`src/rtl/adctg_pkg.sv`:
```
package adctg_pkg;

    typedef enum logic [1:0] {
        XFER_NONE   = 2'b00,
        XFER_CREST  = 2'b01,
        XFER_TROUGH = 2'b10,
        XFER_BOTH   = 2'b11
    } xfer_mode_e;

    typedef struct packed {
        xfer_mode_e mode;
        logic a_up;
        logic a_dn;
        logic b_up;
        logic b_dn;
        logic a_lk3;
        logic a_lk4;
        logic b_lk3;
        logic b_lk4;
    } ctl_t;

    typedef enum logic {
        CH_ARMED = 1'b0,
        CH_SPENT = 1'b1
    } ch_state_e;

    localparam int unsigned NUM_TRIG = 2;

endpackage

```
`src/rtl/adctg_ctrl_reg.sv`:
```
module adctg_ctrl_reg
    import adctg_pkg::*;
(
    input  logic        clk,
    input  logic        rst_n,
    input  logic        wr_i,
    input  logic        full_i,
    input  logic [15:0] wdata_i,
    output ctl_t        ctl_o,
    output logic [15:0] rdata_o
);
    ctl_t ctl_q;

    always_ff @(posedge clk or negedge rst_n) begin
        if (!rst_n) begin
            ctl_q <= '0;
        end else if (wr_i && full_i) begin
            ctl_q <= {wdata_i[15:14], wdata_i[7:0]};
        end
    end

    assign ctl_o   = ctl_q;
    assign rdata_o = {ctl_q.mode, 6'b0, ctl_q[7:0]};

    // byte-wide writes leave the register untouched
    a_r3_byte_write_ignored: assert property (@(posedge clk) disable iff (!rst_n)
        (wr_i && !full_i) |=> $stable(rdata_o));

endmodule

```
`src/rtl/adctg_xfer.sv`:
```
module adctg_xfer
    import adctg_pkg::*;
#(
    parameter int unsigned CNT_W = 16
) (
    input  logic             clk,
    input  logic             rst_n,
    input  xfer_mode_e       mode_i,
    input  logic             crest_i,
    input  logic             trough_i,
    input  logic [CNT_W-1:0] buf_a_i,
    input  logic [CNT_W-1:0] buf_b_i,
    output logic [CNT_W-1:0] cmp_a_o,
    output logic [CNT_W-1:0] cmp_b_o
);
    logic do_copy;

    always_comb begin
        unique case (mode_i)
            XFER_NONE:   do_copy = 1'b0;
            XFER_CREST:  do_copy = crest_i;
            XFER_TROUGH: do_copy = trough_i;
            XFER_BOTH:   do_copy = crest_i | trough_i;
            default:     do_copy = 1'b0;
        endcase
    end

    always_ff @(posedge clk or negedge rst_n) begin
        if (!rst_n) begin
            cmp_a_o <= '0;
            cmp_b_o <= '0;
        end else if (do_copy) begin
            cmp_a_o <= buf_a_i;
            cmp_b_o <= buf_b_i;
        end
    end

    // crest copy in modes 01 and 11
    a_r9_crest_copy: assert property (@(posedge clk) disable iff (!rst_n)
        (crest_i && mode_i[0]) |=> (cmp_a_o == $past(buf_a_i)) && (cmp_b_o == $past(buf_b_i)));

    // nothing is copied in mode 00
    a_r9_none_holds: assert property (@(posedge clk) disable iff (!rst_n)
        (mode_i == XFER_NONE) |=> $stable(cmp_a_o) && $stable(cmp_b_o));

endmodule

```
`src/rtl/adctg_trig_ch.sv`:
```
module adctg_trig_ch
    import adctg_pkg::*;
#(
    parameter int unsigned CNT_W = 16
) (
    input  logic             clk,
    input  logic             rst_n,
    input  logic [CNT_W-1:0] cnt_i,
    input  logic [CNT_W-1:0] cmp_i,
    input  logic             dir_down_i,
    input  logic             cpwm_i,
    input  logic             en_up_i,
    input  logic             en_dn_i,
    input  logic             lk3_i,
    input  logic             lk4_i,
    input  logic             se3_i,
    input  logic             se4_i,
    input  logic             hit3_i,
    input  logic             hit4_i,
    output logic             req_o
);
    ch_state_e state_q, state_d;
    logic      spent_dir_q, spent_dir_d;
    logic      match, armed_now, fire, dir_ok, blocked, link_ok, pass;

    assign match     = (cnt_i == cmp_i);
    assign armed_now = (state_q == CH_ARMED) || (dir_down_i != spent_dir_q);
    assign fire      = armed_now && match;

    assign dir_ok  = dir_down_i ? (en_dn_i && cpwm_i) : en_up_i;
    assign blocked = (lk3_i && !se3_i) || (lk4_i && !se4_i);
    assign link_ok = !(lk3_i || lk4_i) || (lk3_i && hit3_i) || (lk4_i && hit4_i);
    assign pass    = dir_ok && !blocked && link_ok;

    always_comb begin
        state_d     = state_q;
        spent_dir_d = spent_dir_q;
        unique case (state_q)
            CH_ARMED: begin
                if (fire) begin
                    state_d     = CH_SPENT;
                    spent_dir_d = dir_down_i;
                end
            end
            CH_SPENT: begin
                if (fire) begin
                    spent_dir_d = dir_down_i;
                end else if (armed_now) begin
                    state_d = CH_ARMED;
                end
            end
            default: state_d = CH_ARMED;
        endcase
    end

    always_ff @(posedge clk or negedge rst_n) begin
        if (!rst_n) begin
            state_q     <= CH_ARMED;
            spent_dir_q <= 1'b0;
        end else begin
            state_q     <= state_d;
            spent_dir_q <= spent_dir_d;
        end
    end

    always_ff @(posedge clk or negedge rst_n) begin
        if (!rst_n) begin
            req_o <= 1'b0;
        end else begin
            req_o <= fire && pass;
        end
    end

    // no second pulse while the direction holds
    a_r6_single_pulse: assert property (@(posedge clk) disable iff (!rst_n)
        (req_o && $stable(dir_down_i)) |=> !req_o);

    // down-count requests only in complementary PWM mode
    a_r5_down_needs_cpwm: assert property (@(posedge clk) disable iff (!rst_n)
        req_o |-> (!$past(dir_down_i) || $past(cpwm_i)));

    // a link to a source without skipping blocks the trigger
    a_r7_link_blocks: assert property (@(posedge clk) disable iff (!rst_n)
        req_o |-> !$past((lk3_i && !se3_i) || (lk4_i && !se4_i)));

    // a request follows a match of the count against the compare value
    a_r4_after_match: assert property (@(posedge clk) disable iff (!rst_n)
        req_o |-> $past(cnt_i == cmp_i));

endmodule

```
`src/rtl/adc_trig_gen.sv`:
```
module adc_trig_gen
    import adctg_pkg::*;
#(
    parameter int unsigned CNT_W = 16
) (
    input  logic             clk,
    input  logic             rst_n,
    input  logic             reg_wr,
    input  logic             reg_full,
    input  logic [15:0]      reg_wdata,
    output logic [15:0]      reg_rdata,
    input  logic [CNT_W-1:0] tmr_cnt,
    input  logic             tmr_down,
    input  logic             cpwm_mode,
    input  logic             skip3_en,
    input  logic             skip4_en,
    input  logic             skip3_hit,
    input  logic             skip4_hit,
    input  logic             crest,
    input  logic             trough,
    input  logic [CNT_W-1:0] buf_a,
    input  logic [CNT_W-1:0] buf_b,
    output logic [CNT_W-1:0] cmp_a,
    output logic [CNT_W-1:0] cmp_b,
    output logic             req_a,
    output logic             req_b
);
    ctl_t ctl;
    logic [NUM_TRIG-1:0] en_up, en_dn, lk3, lk4, req;
    logic [CNT_W-1:0]    cmp_arr [NUM_TRIG];

    adctg_ctrl_reg u_ctrl (
        .clk     (clk),
        .rst_n   (rst_n),
        .wr_i    (reg_wr),
        .full_i  (reg_full),
        .wdata_i (reg_wdata),
        .ctl_o   (ctl),
        .rdata_o (reg_rdata)
    );

    adctg_xfer #(.CNT_W(CNT_W)) u_xfer (
        .clk      (clk),
        .rst_n    (rst_n),
        .mode_i   (ctl.mode),
        .crest_i  (crest),
        .trough_i (trough),
        .buf_a_i  (buf_a),
        .buf_b_i  (buf_b),
        .cmp_a_o  (cmp_a),
        .cmp_b_o  (cmp_b)
    );

    assign en_up = {ctl.b_up,  ctl.a_up};
    assign en_dn = {ctl.b_dn,  ctl.a_dn};
    assign lk3   = {ctl.b_lk3, ctl.a_lk3};
    assign lk4   = {ctl.b_lk4, ctl.a_lk4};
    assign cmp_arr[0] = cmp_a;
    assign cmp_arr[1] = cmp_b;

    for (genvar g = 0; g < NUM_TRIG; g++) begin : g_trig
        adctg_trig_ch #(.CNT_W(CNT_W)) u_ch (
            .clk        (clk),
            .rst_n      (rst_n),
            .cnt_i      (tmr_cnt),
            .cmp_i      (cmp_arr[g]),
            .dir_down_i (tmr_down),
            .cpwm_i     (cpwm_mode),
            .en_up_i    (en_up[g]),
            .en_dn_i    (en_dn[g]),
            .lk3_i      (lk3[g]),
            .lk4_i      (lk4[g]),
            .se3_i      (skip3_en),
            .se4_i      (skip4_en),
            .hit3_i     (skip3_hit),
            .hit4_i     (skip4_hit),
            .req_o      (req[g])
        );
    end

    assign req_a = req[0];
    assign req_b = req[1];

    // reserved bits never read back as one
    a_r2_reserved_zero: assert property (@(posedge clk) disable iff (!rst_n)
        (reg_wr && reg_full) |=> (reg_rdata[13:8] == 6'b0) && (reg_rdata[7:0] == $past(reg_wdata[7:0])));

endmodule

```
`config.mk`:
```
export PLATFORM = sky130hd
export DESIGN_NAME = adc_trig_gen
export DESIGN_NICKNAME = d
export VERILOG_FILES = /design/src/rtl/adctg_pkg.sv /design/src/rtl/adctg_ctrl_reg.sv /design/src/rtl/adctg_xfer.sv /design/src/rtl/adctg_trig_ch.sv /design/src/rtl/adc_trig_gen.sv
export SDC_FILE = /design/constraint.sdc
export NUM_CORES = 1
export LEC_CHECK = 0
export BUFFER_PORTS_ARGS = -buffer_cell sky130_fd_sc_hd__buf_2
export CAP_MARGIN = 20
export CORE_MARGIN = 2
export CORE_UTILIZATION = 40
export CTS_CLUSTER_SIZE = 28
export DETAILED_ROUTE_END_ITERATION = 6
export GPL_TIMING_DRIVEN = 0
export PLACE_DENSITY = 0.86
export SLEW_MARGIN = 20
export SYNTH_ARGS = -nofsm -noshare
export SYNTH_HDL_FRONTEND = slang
export SYNTH_SLANG_ARGS = --single-unit
```
`constraint.sdc`:
```
create_clock -name clk -period 1.65 [get_ports clk]
set_clock_uncertainty 0.1 [all_clocks]
set_input_delay 0.0825 -clock clk [delete_from_list [all_inputs] [get_ports clk]]
set_output_delay 0.0825 -clock clk [all_outputs]
set_load 0.05 [all_outputs]
```
==> results by group <==
Outcome
  • Status: finished, violations left
  • Violated checks: negative setup slack

STA
  • Final setup violation count: 4
  • Worst slew pin tran: 0.603 ns
  • Crit share post-route: 107%
  • Setup TNS: -0.268 ns
  • Min Tclk post-route: 1.77 ns
  • Max Freq: 565 MHz
  • Max Slew Vio Count: 0
  • Setup WS post-layout: -0.121 ns
  • Setup repair after global routing missed its margin: yes
  • Hold Violations, Final: 0
  • Max-slew headroom: 59.8%

Global routing
  • GR Util All Layers: 19.6%
  • Largest net degree at the start of global routing: 49
  • Initial antenna violation count: 0
  • Grt ovf: 0
  • First-pass GRT wire length: ~9600 um
  • Vias in the first global route: 2153

Yosys
  • Post-Syn Instances: 178
  • Yosys cell types: 23
  • Yosys top cell by area: dfrtp_1
  • Synth top area cells: dfrtp_1 (51%), mux2_2 (17%), xor2_1 (9.0%)
  • Share of the synthesized area in the top cell type: ~51%
  • Ys Warns: 0
  • Post-synthesis register bit count: 48
  • Sequential area share after synthesis: between 50% and 60%
  • Mean area per synthesized cell: approximately 13 um2
  • Syn Std Cell Area: 2340 um2

Hold path
  • Worst hold stages: 4
  • WHS Endpoint: g_trig[1].u_ch.req_o$_DFF_PN0_
  • Min-delay src: skip4_en
  • Worst hold path type: primary input to flip-flop

Place
  • Gp weighted congestion: 0.881
  • Hpwl dp: 4160 um
  • Post-place instance area: 3040 um2
  • Input/output buffers: approximately 110
  • Place WS: -0.274 ns

Drt
  • Vias/cell: 4.61
  • Wire per inst: 14.4 um
  • Drt drc: 0
  • Routed via count: 1961
  • 1st-pass router iterations: 4
  • Drt total wl: approximately 6100 um
  • DRT iter0 DRCs: 58
  • Post-route ant nets: 0

Setup path
  • Setup crit start kind: flip-flop
  • Critical path arrival: about 1.9 ns
  • Worst-path fanout max: 2
  • Worst EP required: 1.72 ns
  • R2R setup slack: -0.12 ns
  • FF-to-FF path depth: 5
  • Worst R2R End: g_trig[0].u_ch.spent_dir_q$_DFFE_PN0P_
  • Critical Path Sink Type: flip-flop
  • Worst Setup Path Type: flip-flop to flip-flop
  • Reg-to-reg startpoint: u_xfer.cmp_a_o[8]$_DFFE_PN0P_

Layout
  • Commonest non-fill, non-tap cell in the layout: buf_2
  • Fraction of layout cells with a size suffix above 1: 59.5%
  • Core Util, Final: about two thirds
  • Area growth syn-to-layout: 55.7%
  • Commonest cells after routing, fill and taps aside: buf_2 (111), dlygate4sd3_1 (44), mux2_2 (36), dfrtp_1 (28), buf_4 (25)
  • Final instance area: 3650 um2
  • Nets: between 400 and 500
  • Ant diodes: 0
  • # fillers: 442

Floorplanning
  • Chip width: 80.5 um
  • Die ar.: 6480 um2
  • Initial Utilization: approximately 42%
  • Row count: 27
  • Die H: 80.5 um
  • Core Region: 5570 um2
  • # IOs: 126

Clocking
  • Max Buffers Root-to-Sink: 2
  • CTS tree: built
  • Clock Sinks: 48
  • Reg clk slew, reported paths: 0.08 ns
  • Clock Tree Root: clkbuf_8
  • Clock latency on the worst-skew pair: 0.29 ns
  • Cts bufs inserted: 5
  • H-Tree Depth: 2

Power and ir drop
  • Pwr dens: 1150 nW/um2
  • Total power: 4180 uW
  • Leakage: between 0.0015 and 0.002 uW
  • Peak supply drop: 0.759 mV

Run
  • Maximum capacitance violations: 0
-- power breakdown --
part | internal, uW | leakage [uW] | switching [uW] | total, uW
Combinational | 665 | 0.00114 | 1210 | 1870
Sequential | 1410 | 0.000555 | 187 | 1600
Clock | 342 | 0.0000455 | 364 | 707
Total | 2420 | 0.00174 | 1760 | 4180
-- routing by layer --
| layer | GRT usage, % | routed length, um | vias to the layer above |
|---|---|---|---|
| met5 | 0 | 0 | - |
| met4 | 11.7 | 239 | 0 |
| met3 | 3.26 | 267 | 21 |
| met2 | 37.4 | 3380 | 69 |
| met1 | 19.6 | 2220 | 928 |
| li1 | - | - | 943 |
-- sequential cells by signal (all words and copies together), names as in the netlist, named ones only --
name                     cells
u_ctrl.ctl_o                10
g_trig.u_ch.spent_dir_q      2
g_trig.u_ch.req_o            2
u_xfer.cmp_b_o              16
u_xfer.cmp_a_o              16
-- per-stage QoR --
stage                     hold slack [ns]  std cells
after global routing                0.136        425
after CTS                           0.108        422
final                               0.119        425
after floorplan                    -0.313        183
after detailed placement            0.197        367
after global placement              0.196        367
-- worst max path at each step --
stage	from	to
after floorplan	u_xfer.cmp_a_o[10]$_DFFE_PN0P_	g_trig[0].u_ch.spent_dir_q$_DFFE_PN0P_
after global placement	u_xfer.cmp_a_o[3]$_DFFE_PN0P_	g_trig[0].u_ch.spent_dir_q$_DFFE_PN0P_
after detailed placement	u_xfer.cmp_a_o[11]$_DFFE_PN0P_	g_trig[0].u_ch.spent_dir_q$_DFFE_PN0P_
after CTS	u_xfer.cmp_a_o[14]$_DFFE_PN0P_	g_trig[0].u_ch.spent_dir_q$_DFFE_PN0P_
after global routing	u_xfer.cmp_a_o[8]$_DFFE_PN0P_	g_trig[0].u_ch.spent_dir_q$_DFFE_PN0P_
final	u_xfer.cmp_a_o[8]$_DFFE_PN0P_	g_trig[0].u_ch.spent_dir_q$_DFFE_PN0P_
-- cells by family (layout without fill, tap and decap cells) --
family | after synthesis | count (layout) | share of synthesized area, %
compound gates | 11 | 11 | 2.56
xor+xnor | 34 | 34 | 12.7
buf+inv | 19 | 189 | 5.61
flops | 48 | 48 | 51.3
mux | 44 | 44 | 21.2
other cells | 1 | 6 | 0.160
simple gates | 21 | 21 | 6.52
-- cells in the mapped netlist, drive strengths merged --
cell type  instances
a21oi              4
a22oi              1
a31oi              2
and2               2
and3               2
buf               18
conb               1
dfrtp             48
inv                1
mux2              44
nand2              1
nand3              2
nand4              2
nor2b              2
nor3               2
nor4               6
o21ai              4
or2                2
xnor2             10
xor2              24
-- final cells by class --
type                       instances  area [um2]  share of cell area (%)
tap                               72        90.1                    2.47
buffer                            18         135                    3.70
timing repair buffer             162        1050                    28.7
sequential                        48        1230                    33.6
multi-input combinational        116        1050                    28.9
clock buffer                       8        90.1                    2.47
inverter                           1        3.75                   0.103
-- worst max-delay path, stage by stage, from the launching register on --
cell,delay [ns]
dfrtp_1,0.39
xor2_1,0.15
nor4_2,0.34
nand3_1,0.15
nor3_2,0.20
mux2_4,0.32
-- timing repair --
action                                 in CTS  in global routing
resized for setup                           6                  1
hold buffers                               44                  0
setup endpoints to repair                  21                  5
setup buffers                               3                  3
endpoints found under the hold margin      92                  0
pin swaps                                   9                  1
(Power assumes the default switching activity.)
